<file path="src/rtl/exc_entry_pkg.sv">
package exc_entry_pkg;

    localparam int KIND_W = 5;
    localparam int CODE_W = 5;

    typedef enum logic [1:0] {
        CLS_NONE,
        CLS_GENERAL,
        CLS_ERROR,
        CLS_DEBUG
    } exc_cls_e;

    localparam logic [KIND_W-1:0] K_INTR     = 5'd0;
    localparam logic [KIND_W-1:0] K_TLB_MOD  = 5'd1;
    localparam logic [KIND_W-1:0] K_TLB_LD   = 5'd2;
    localparam logic [KIND_W-1:0] K_TLB_ST   = 5'd3;
    localparam logic [KIND_W-1:0] K_ADR_LD   = 5'd4;
    localparam logic [KIND_W-1:0] K_ADR_ST   = 5'd5;
    localparam logic [KIND_W-1:0] K_IBUS     = 5'd6;
    localparam logic [KIND_W-1:0] K_DBUS     = 5'd7;
    localparam logic [KIND_W-1:0] K_SYSC     = 5'd8;
    localparam logic [KIND_W-1:0] K_BRK      = 5'd9;
    localparam logic [KIND_W-1:0] K_RSVD     = 5'd10;
    localparam logic [KIND_W-1:0] K_COPU     = 5'd11;
    localparam logic [KIND_W-1:0] K_OVF      = 5'd12;
    localparam logic [KIND_W-1:0] K_TRAP     = 5'd13;
    localparam logic [KIND_W-1:0] K_FPU      = 5'd15;
    localparam logic [KIND_W-1:0] K_NMI      = 5'd16;
    localparam logic [KIND_W-1:0] K_SRST     = 5'd17;
    localparam logic [KIND_W-1:0] K_DEBUG    = 5'd18;
    localparam logic [KIND_W-1:0] K_WATCH    = 5'd23;
    localparam logic [KIND_W-1:0] K_MCHK     = 5'd24;
    localparam logic [KIND_W-1:0] K_CACHE    = 5'd30;

endpackage

</file>
<file path="src/rtl/exc_classify.sv">
module exc_classify
    import exc_entry_pkg::*;
(
    input  logic [KIND_W-1:0] kind_i,
    output exc_cls_e          cls_o,
    output logic [CODE_W-1:0] code_o,
    output logic              intr_o,
    output logic              tlb_ls_o,
    output logic              cache_o
);

    always_comb begin
        cls_o    = CLS_NONE;
        code_o   = CODE_W'(kind_i);
        intr_o   = 1'b0;
        tlb_ls_o = 1'b0;
        cache_o  = 1'b0;
        case (kind_i)
            K_INTR: begin
                cls_o  = CLS_GENERAL;
                intr_o = 1'b1;
            end
            K_TLB_LD, K_TLB_ST: begin
                cls_o    = CLS_GENERAL;
                tlb_ls_o = 1'b1;
            end
            K_CACHE: begin
                cls_o   = CLS_GENERAL;
                cache_o = 1'b1;
            end
            K_TLB_MOD, K_ADR_LD, K_ADR_ST, K_IBUS, K_DBUS, K_SYSC, K_BRK,
            K_RSVD, K_COPU, K_OVF, K_TRAP, K_FPU, K_WATCH, K_MCHK:
                cls_o = CLS_GENERAL;
            K_NMI, K_SRST:
                cls_o = CLS_ERROR;
            K_DEBUG:
                cls_o = CLS_DEBUG;
            default:
                cls_o = CLS_NONE;
        endcase
    end

endmodule

</file>
<file path="src/rtl/exc_vector_sel.sv">
module exc_vector_sel #(
    parameter int               PCW          = 32,
    parameter int               BASE_LSB     = 10,
    parameter logic [PCW-1:0]   BOOT_GEN_VEC = PCW'(32'hBFC0_0200)
) (
    input  logic                    bev_i,
    input  logic [PCW-1:BASE_LSB]   base_i,
    input  logic                    iv_i,
    input  logic                    exl_i,
    input  logic                    refill_i,
    input  logic                    intr_i,
    input  logic                    tlb_ls_i,
    input  logic                    cache_i,
    output logic [PCW-1:0]          vec_o
);

    localparam logic [PCW-1:0] OFF_GENERAL   = PCW'(32'h0000_0180);
    localparam logic [PCW-1:0] OFF_INTVEC    = PCW'(32'h0000_0200);
    localparam logic [PCW-1:0] OFF_REFILL    = PCW'(32'h0000_0000);
    localparam logic [PCW-1:0] OFF_CACHE_BT  = PCW'(32'h0000_0100);
    localparam logic [PCW-1:0] OFF_CACHE_RUN = PCW'(32'h2000_0100);

    logic [PCW-1:0] base_sel;
    logic [PCW-1:0] offset_sel;

    always_comb begin
        if (bev_i) begin
            base_sel = BOOT_GEN_VEC;
        end else begin
            base_sel = {base_i, {BASE_LSB{1'b0}}};
        end

        if (cache_i) begin
            offset_sel = bev_i ? OFF_CACHE_BT : OFF_CACHE_RUN;
        end else if (intr_i && iv_i) begin
            offset_sel = OFF_INTVEC;
        end else if (tlb_ls_i && refill_i && !exl_i) begin
            offset_sel = OFF_REFILL;
        end else begin
            offset_sel = OFF_GENERAL;
        end

        vec_o = base_sel + offset_sel;
    end

endmodule

</file>
<file path="src/rtl/exc_ret_addr.sv">
module exc_ret_addr #(
    parameter int PCW        = 32,
    parameter int SLOT_BYTES = 4
) (
    input  logic [PCW-1:0] pc_i,
    input  logic           dslot_i,
    output logic [PCW-1:0] ret_o
);

    localparam logic [PCW-1:0] SLOT_STEP = PCW'(SLOT_BYTES);

    always_comb begin
        ret_o = dslot_i ? (pc_i - SLOT_STEP) : pc_i;
    end

endmodule

</file>
<file path="src/rtl/exc_entry_unit.sv">
module exc_entry_unit
    import exc_entry_pkg::*;
#(
    parameter int             PCW          = 32,
    parameter int             BASE_LSB     = 10,
    parameter int             SLOT_BYTES   = 4,
    parameter logic [PCW-1:0] RESET_VEC    = PCW'(32'hBFC0_0000),
    parameter logic [PCW-1:0] BOOT_GEN_VEC = PCW'(32'hBFC0_0200),
    parameter logic [PCW-1:0] DEBUG_VEC    = PCW'(32'hBFC0_0480)
) (
    input  logic                  clk,
    input  logic                  rst_n,
    input  logic                  exc_valid_i,
    input  logic [4:0]            exc_kind_i,
    input  logic [PCW-1:0]        cur_pc_i,
    input  logic                  in_dslot_i,
    input  logic                  refill_i,
    input  logic                  stat_exl_i,
    input  logic                  stat_erl_i,
    input  logic                  stat_bev_i,
    input  logic                  stat_dm_i,
    input  logic                  intvec_i,
    input  logic [PCW-1:BASE_LSB] vec_base_i,
    output logic                  taken_o,
    output logic [PCW-1:0]        next_pc_o,
    output logic [PCW-1:0]        epc_o,
    output logic [PCW-1:0]        errpc_o,
    output logic [PCW-1:0]        dpc_o,
    output logic                  exl_o,
    output logic                  erl_o,
    output logic                  bev_o,
    output logic                  dm_o,
    output logic                  bd_o,
    output logic [4:0]            code_o
);

    typedef struct packed {
        logic              taken;
        logic [PCW-1:0]    npc;
        logic [PCW-1:0]    epc;
        logic [PCW-1:0]    errpc;
        logic [PCW-1:0]    dpc;
        logic              exl;
        logic              erl;
        logic              bev;
        logic              dm;
        logic              bd;
        logic [CODE_W-1:0] code;
    } ent_state_t;

    exc_cls_e          cls;
    logic [CODE_W-1:0] kind_code;
    logic              is_intr;
    logic              is_tlb_ls;
    logic              is_cache;
    logic [PCW-1:0]    gen_vec;
    logic [PCW-1:0]    ret_pc;

    ent_state_t st_d;
    ent_state_t st_q;

    exc_classify u_cls (
        .kind_i   (exc_kind_i),
        .cls_o    (cls),
        .code_o   (kind_code),
        .intr_o   (is_intr),
        .tlb_ls_o (is_tlb_ls),
        .cache_o  (is_cache)
    );

    exc_vector_sel #(
        .PCW          (PCW),
        .BASE_LSB     (BASE_LSB),
        .BOOT_GEN_VEC (BOOT_GEN_VEC)
    ) u_vec (
        .bev_i    (stat_bev_i),
        .base_i   (vec_base_i),
        .iv_i     (intvec_i),
        .exl_i    (stat_exl_i),
        .refill_i (refill_i),
        .intr_i   (is_intr),
        .tlb_ls_i (is_tlb_ls),
        .cache_i  (is_cache),
        .vec_o    (gen_vec)
    );

    exc_ret_addr #(
        .PCW        (PCW),
        .SLOT_BYTES (SLOT_BYTES)
    ) u_ret (
        .pc_i    (cur_pc_i),
        .dslot_i (in_dslot_i),
        .ret_o   (ret_pc)
    );

    always_comb begin
        st_d       = st_q;
        st_d.taken = 1'b0;
        if (exc_valid_i) begin
            case (cls)
                CLS_GENERAL: begin
                    st_d.taken = 1'b1;
                    st_d.npc   = gen_vec;
                    st_d.code  = kind_code;
                    if (!stat_exl_i) begin
                        st_d.epc = ret_pc;
                        st_d.bd  = in_dslot_i;
                    end
                    st_d.exl = 1'b1;
                    st_d.erl = stat_erl_i;
                    st_d.bev = stat_bev_i;
                    st_d.dm  = stat_dm_i;
                end
                CLS_ERROR: begin
                    st_d.taken = 1'b1;
                    st_d.npc   = RESET_VEC;
                    st_d.errpc = ret_pc;
                    st_d.exl   = stat_exl_i;
                    st_d.erl   = 1'b1;
                    st_d.bev   = 1'b1;
                    st_d.dm    = stat_dm_i;
                end
                CLS_DEBUG: begin
                    st_d.taken = 1'b1;
                    st_d.npc   = DEBUG_VEC;
                    st_d.dpc   = ret_pc;
                    st_d.exl   = stat_exl_i;
                    st_d.erl   = stat_erl_i;
                    st_d.bev   = stat_bev_i;
                    st_d.dm    = 1'b1;
                end
                default: begin
                    st_d.taken = 1'b0;
                end
            endcase
        end
    end

    always_ff @(posedge clk or negedge rst_n) begin
        if (!rst_n) begin
            st_q       <= '0;
            st_q.npc   <= RESET_VEC;
            st_q.erl   <= 1'b1;
            st_q.bev   <= 1'b1;
        end else begin
            st_q <= st_d;
        end
    end

    assign taken_o   = st_q.taken;
    assign next_pc_o = st_q.npc;
    assign epc_o     = st_q.epc;
    assign errpc_o   = st_q.errpc;
    assign dpc_o     = st_q.dpc;
    assign exl_o     = st_q.exl;
    assign erl_o     = st_q.erl;
    assign bev_o     = st_q.bev;
    assign dm_o      = st_q.dm;
    assign bd_o      = st_q.bd;
    assign code_o    = st_q.code;

    // a general exception always leaves the exception level raised
    a_r1_exl_raised: assert property (@(posedge clk) disable iff (!rst_n)
        (exc_valid_i && cls == CLS_GENERAL) |=> (exl_o && taken_o));

    // return address and delay bit frozen above the exception level
    a_r2_epc_frozen: assert property (@(posedge clk) disable iff (!rst_n)
        (exc_valid_i && cls == CLS_GENERAL && stat_exl_i) |=> ($stable(epc_o) && $stable(bd_o)));

    // error-class entry goes to the reset vector with both flags set
    a_r8_error_entry: assert property (@(posedge clk) disable iff (!rst_n)
        (exc_valid_i && cls == CLS_ERROR) |=> (next_pc_o == RESET_VEC && erl_o && bev_o && $stable(epc_o)));

    // debug entry goes to the debug vector in debug mode
    a_r9_debug_entry: assert property (@(posedge clk) disable iff (!rst_n)
        (exc_valid_i && cls == CLS_DEBUG) |=> (next_pc_o == DEBUG_VEC && dm_o && $stable(errpc_o)));

    // an unknown kind leaves every result untouched
    a_r10_unknown_ignored: assert property (@(posedge clk) disable iff (!rst_n)
        (exc_valid_i && cls == CLS_NONE) |=> (!taken_o && $stable(next_pc_o) && $stable(epc_o) && $stable(code_o)));

    // no strobe, no pulse
    a_r11_no_spurious_pulse: assert property (@(posedge clk) disable iff (!rst_n)
        (!exc_valid_i) |=> !taken_o);

endmodule

</file>
<file path="config.mk">
export PLATFORM = sky130hd
export DESIGN_NAME = exc_entry_unit
export DESIGN_NICKNAME = d
export VERILOG_FILES = /design/src/rtl/exc_entry_pkg.sv /design/src/rtl/exc_classify.sv /design/src/rtl/exc_vector_sel.sv /design/src/rtl/exc_ret_addr.sv /design/src/rtl/exc_entry_unit.sv
export SDC_FILE = /design/constraint.sdc
export NUM_CORES = 1
export LEC_CHECK = 0
export CAP_MARGIN = 20
export CORE_UTILIZATION = 40
export DETAILED_ROUTE_END_ITERATION = 6
export DONT_BUFFER_PORTS = 1
export SLEW_MARGIN = 10
export SYNTH_ARGS = -nofsm -noshare
export SYNTH_HDL_FRONTEND = slang
export SYNTH_SLANG_ARGS = --single-unit
</file>
<file path="constraint.sdc">
create_clock -name clk -period 0.8 [get_ports clk]
set_clock_uncertainty 0.1 [all_clocks]
set_input_delay 0.12 -clock clk [delete_from_list [all_inputs] [get_ports clk]]
set_output_delay 0.12 -clock clk [all_outputs]
set_load 0.03 [all_outputs]
</file>
==> impl_metrics.json <==
{
  "grt_pass1_vias": 6101,
  "first_pass_iters": 5,
  "min_path_type": "input port to async pin",
  "maxCapViolations": 0,
  "synth.avg_cell_area_um2": 10.25,
  "max-slew-margin-rel": 0.5785,
  "hold_viol": 239,
  "final_cells": 1118,
  "root_buffer": "clkbuf_16",
  "drv_slew": 0,
  "wire_per_inst_um": 22.57,
  "antenna_cells": 0,
  "setup_ws_ns": -0.8147,
  "final_util": 0.8139,
  "peakVddDrop_mv": 1.892,
  "synthArstFlopShare": 1.000,
  "crit_required_ns": 1.01,
  "start_util": 0.4117,
  "clockBufferDepth": 2,
  "fillers": 775,
  "synth_edf_count": 0,
  "grt_overflow": 0,
  "clock_latency_ns": 0.42,
  "crit_arrival_ns": 1.82,
  "criticalPathCategory": "input port to flop",
  "synthTopCellsByCount": "dfrtp_1 (121), nor2_1 (77), a21oi_1 (63)",
  "dpl.hpwl_um": 12390,
  "synth.most_common_cell": "dfrtp_1",
  "drc": 0,
  "cp_num_buf_inv": 0,
  "port_buffers": 0,
  "ys_ff_latch": 132,
  "path_depth": 9,
  "grt_max_degree": 133,
  "reg2reg_depth": 3,
  "synth_area_leader_cell": "dfrtp_1",
  "worstSetupStartpoint": "exc_kind_i[0]",
  "crit_family": "simple AND/OR/NAND/NOR gates",
  "min_period_ns": 1.615,
  "tritoncts": "done",
  "dpl.cell_count": 935,
  "fin_setup_tns_ns": -112.43,
  "core_area_um2": 14590,
  "ys_types": 55,
  "rrSetupSlack_ns": -0.33,
  "path_cells": "nor2_4 -> nand2_2 -> nor4_4 -> ha_2 -> nand4_1 -> or4_4 -> nor3_2 -> o21ai_1 -> a32o_1",
  "tightest_slew_ns": 0.6277,
  "drtAntennaViolNets": 0,
  "syn-cell-area_um2": 6007,
  "grt.total_usage": 0.2651,
  "h-tree-depth": 4,
  "slowest_stage": "or4_4",
  "yosysSeqAreaShare": 0.5522,
  "hold_buffers": 29,
  "crit_path_start_kind": "input port",
  "fp-row-count": 44,
  "slowest_delay_ns": 0.49,
  "grt_setup_unrepaired": "true",
  "fp.dieW_um": 124.5,
  "antenna_found_initial": 0,
  "ios": 208,
  "worst_r2r_endpoint": "code_o[2]",
  "violations": "hold timing, setup timing",
  "power_density_nw_per_um2": 2360,
  "synthTopCellsByArea": "dfrtp_1 (50%), a21oi_1 (5.2%), dfstp_2 (4.8%)",
  "num-nets-final": 993,
  "r2r_start": "code_o[2]",
  "setup_violations": 264,
  "num_vias": 6280,
  "cp_max_fo": 10,
  "drive_above_1_share": 0.5814,
  "clkTransAtPathRegs_ns": 0.06,
  "viasPerCell": 5.617,
  "period_share": 2.018,
  "place_congestion": 0.9050,
  "yosysWarnings": 0,
  "dieHeight_um": 124.5,
  "netlist_instances": 586,
  "cts_buffers": 17,
  "grt_first_pass_wirelength_um": 32050,
  "netlist.area_leader.share": 0.5041,
  "synthFlopType": "dfrtp_1",
  "clock_sinks": 132,
  "place_area_um2": 8398,
  "fmax_mhz": 619.3,
  "die_area_um2": 15510,
  "cp-endpoint": "next_pc_o[30]",
  "area_growth_pct": 97.67,
  "postLayoutCellArea_um2": 11870,
  "power.leakage_nw": 5.321,
  "wirelength_um": 25240,
  "endpoint_kind": "flop",
  "fin_hold_ws_ns": -0.7081,
  "drt_iter0_drc": 497,
  "status": "finished, violations left"
}
logic make-up after synthesis:
logic type / Yosys count / synth area share
buf+inv: 46 / 0.03624
compound gates: 140 / 0.1400
simple gates: 206 / 0.1739
fa+ha+maj: 3 / 0.006249
other cells: 1 / 0.0006243
flops: 132 / 0.5522
xor+xnor: 42 / 0.06124
mux: 16 / 0.02958
cell type report:
cell class | instances | area (um^2) | area share
Clock buffer | 20 | 446.7 | 0.03762
Multi-Input combinational cell | 415 | 3704 | 0.3119
Tap cell | 184 | 230.2 | 0.01939
Sequential cell | 132 | 3319 | 0.2796
Clock inverter | 12 | 153.9 | 0.01296
Inverter | 7 | 65.06 | 0.005479
Timing Repair Buffer | 348 | 3955 | 0.3331
per-layer routing:
metal  track usage  part of all wire
met5             0                 0
met4        0.1191             0.048
met3       0.08763             0.076
met2        0.4491              0.52
met1        0.3031              0.36
power by group:
part | leakage (nW) | switching [mW] | internal (mW) | total [mW]
Combinational | 3.48 | 5.23 | 5.48 | 10.7
Clock | 0.287 | 3.05 | 4.99 | 8.03
Sequential | 1.56 | 1.26 | 8.02 | 9.28
Total | 5.32 | 9.54 | 18.5 | 28.0
cells in the final DEF, fill, tap and decap left out, drive strengths merged, types with 7 or more instances in the layout:
| cell type | Yosys | routed |
|---|---|---|
| a21oi | 63 | 63 |
| a22o | 11 | 11 |
| a2bb2oi | 7 | 7 |
| buf | 22 | 311 |
| clkbuf | 17 | 28 |
| conb | 1 | 7 |
| dfrtp | 121 | 121 |
| dfstp | 11 | 11 |
| dlygate4sd3 | 0 | 20 |
| inv | 7 | 7 |
| mux2 | 14 | 14 |
| nand2 | 47 | 47 |
| nand3 | 13 | 13 |
| nor2 | 78 | 79 |
| nor3 | 11 | 11 |
| nor4 | 13 | 13 |
| o21ai | 36 | 36 |
| xnor2 | 28 | 28 |
| xor2 | 14 | 14 |
worst reg2reg max path, cell delays in order (launching register included):
cell and delay [ns]:
dfrtp_1 0.40, buf_4 0.14, buf_4 0.12, mux2_4 0.25
timing repair:
item	4_1_cts	5_1_grt
setup buffers	52	61
hold endpoints to repair	262	241
endpoints found under the setup margin	256	264
cloned	3	12
resized for setup	196	155
pin swaps	49	47
sequential cells by signal, indices dropped and copies added (netlist names):
| register | flops |
|---|---|
| dm_o | 1 |
| epc_o | 32 |
| code_o | 5 |
| erl_o | 1 |
| next_pc_o | 25 |
| exl_o | 1 |
| dpc_o | 32 |
| taken_o | 1 |
| errpc_o | 32 |
| bev_o | 1 |
| bd_o | 1 |
how the worst min path moves through the flow:
stage,start,end,slack (ns),depth (start not counted)
floorplan,rst_n,bd_o,-0.28,0
global placement,rst_n,next_pc_o[12],-0.27,0
detailed placement,rst_n,next_pc_o[21],-0.27,0
CTS,rst_n,next_pc_o[21],-0.72,0
global route,rst_n,next_pc_o[15],-0.73,0
finish,rst_n,next_pc_o[21],-0.71,0
per-stage QoR:
stage,total power [mW],worst slack (ns)
2_1_floorplan,13.10,-1.399
3_3_place_gp,16.50,-1.296
3_5_place_dp,16.65,-1.333
4_1_cts,26.25,-0.7990
5_1_grt,28.90,-0.9330
6_report,28.02,-0.8147
Power figures use the tool's default switching activity.
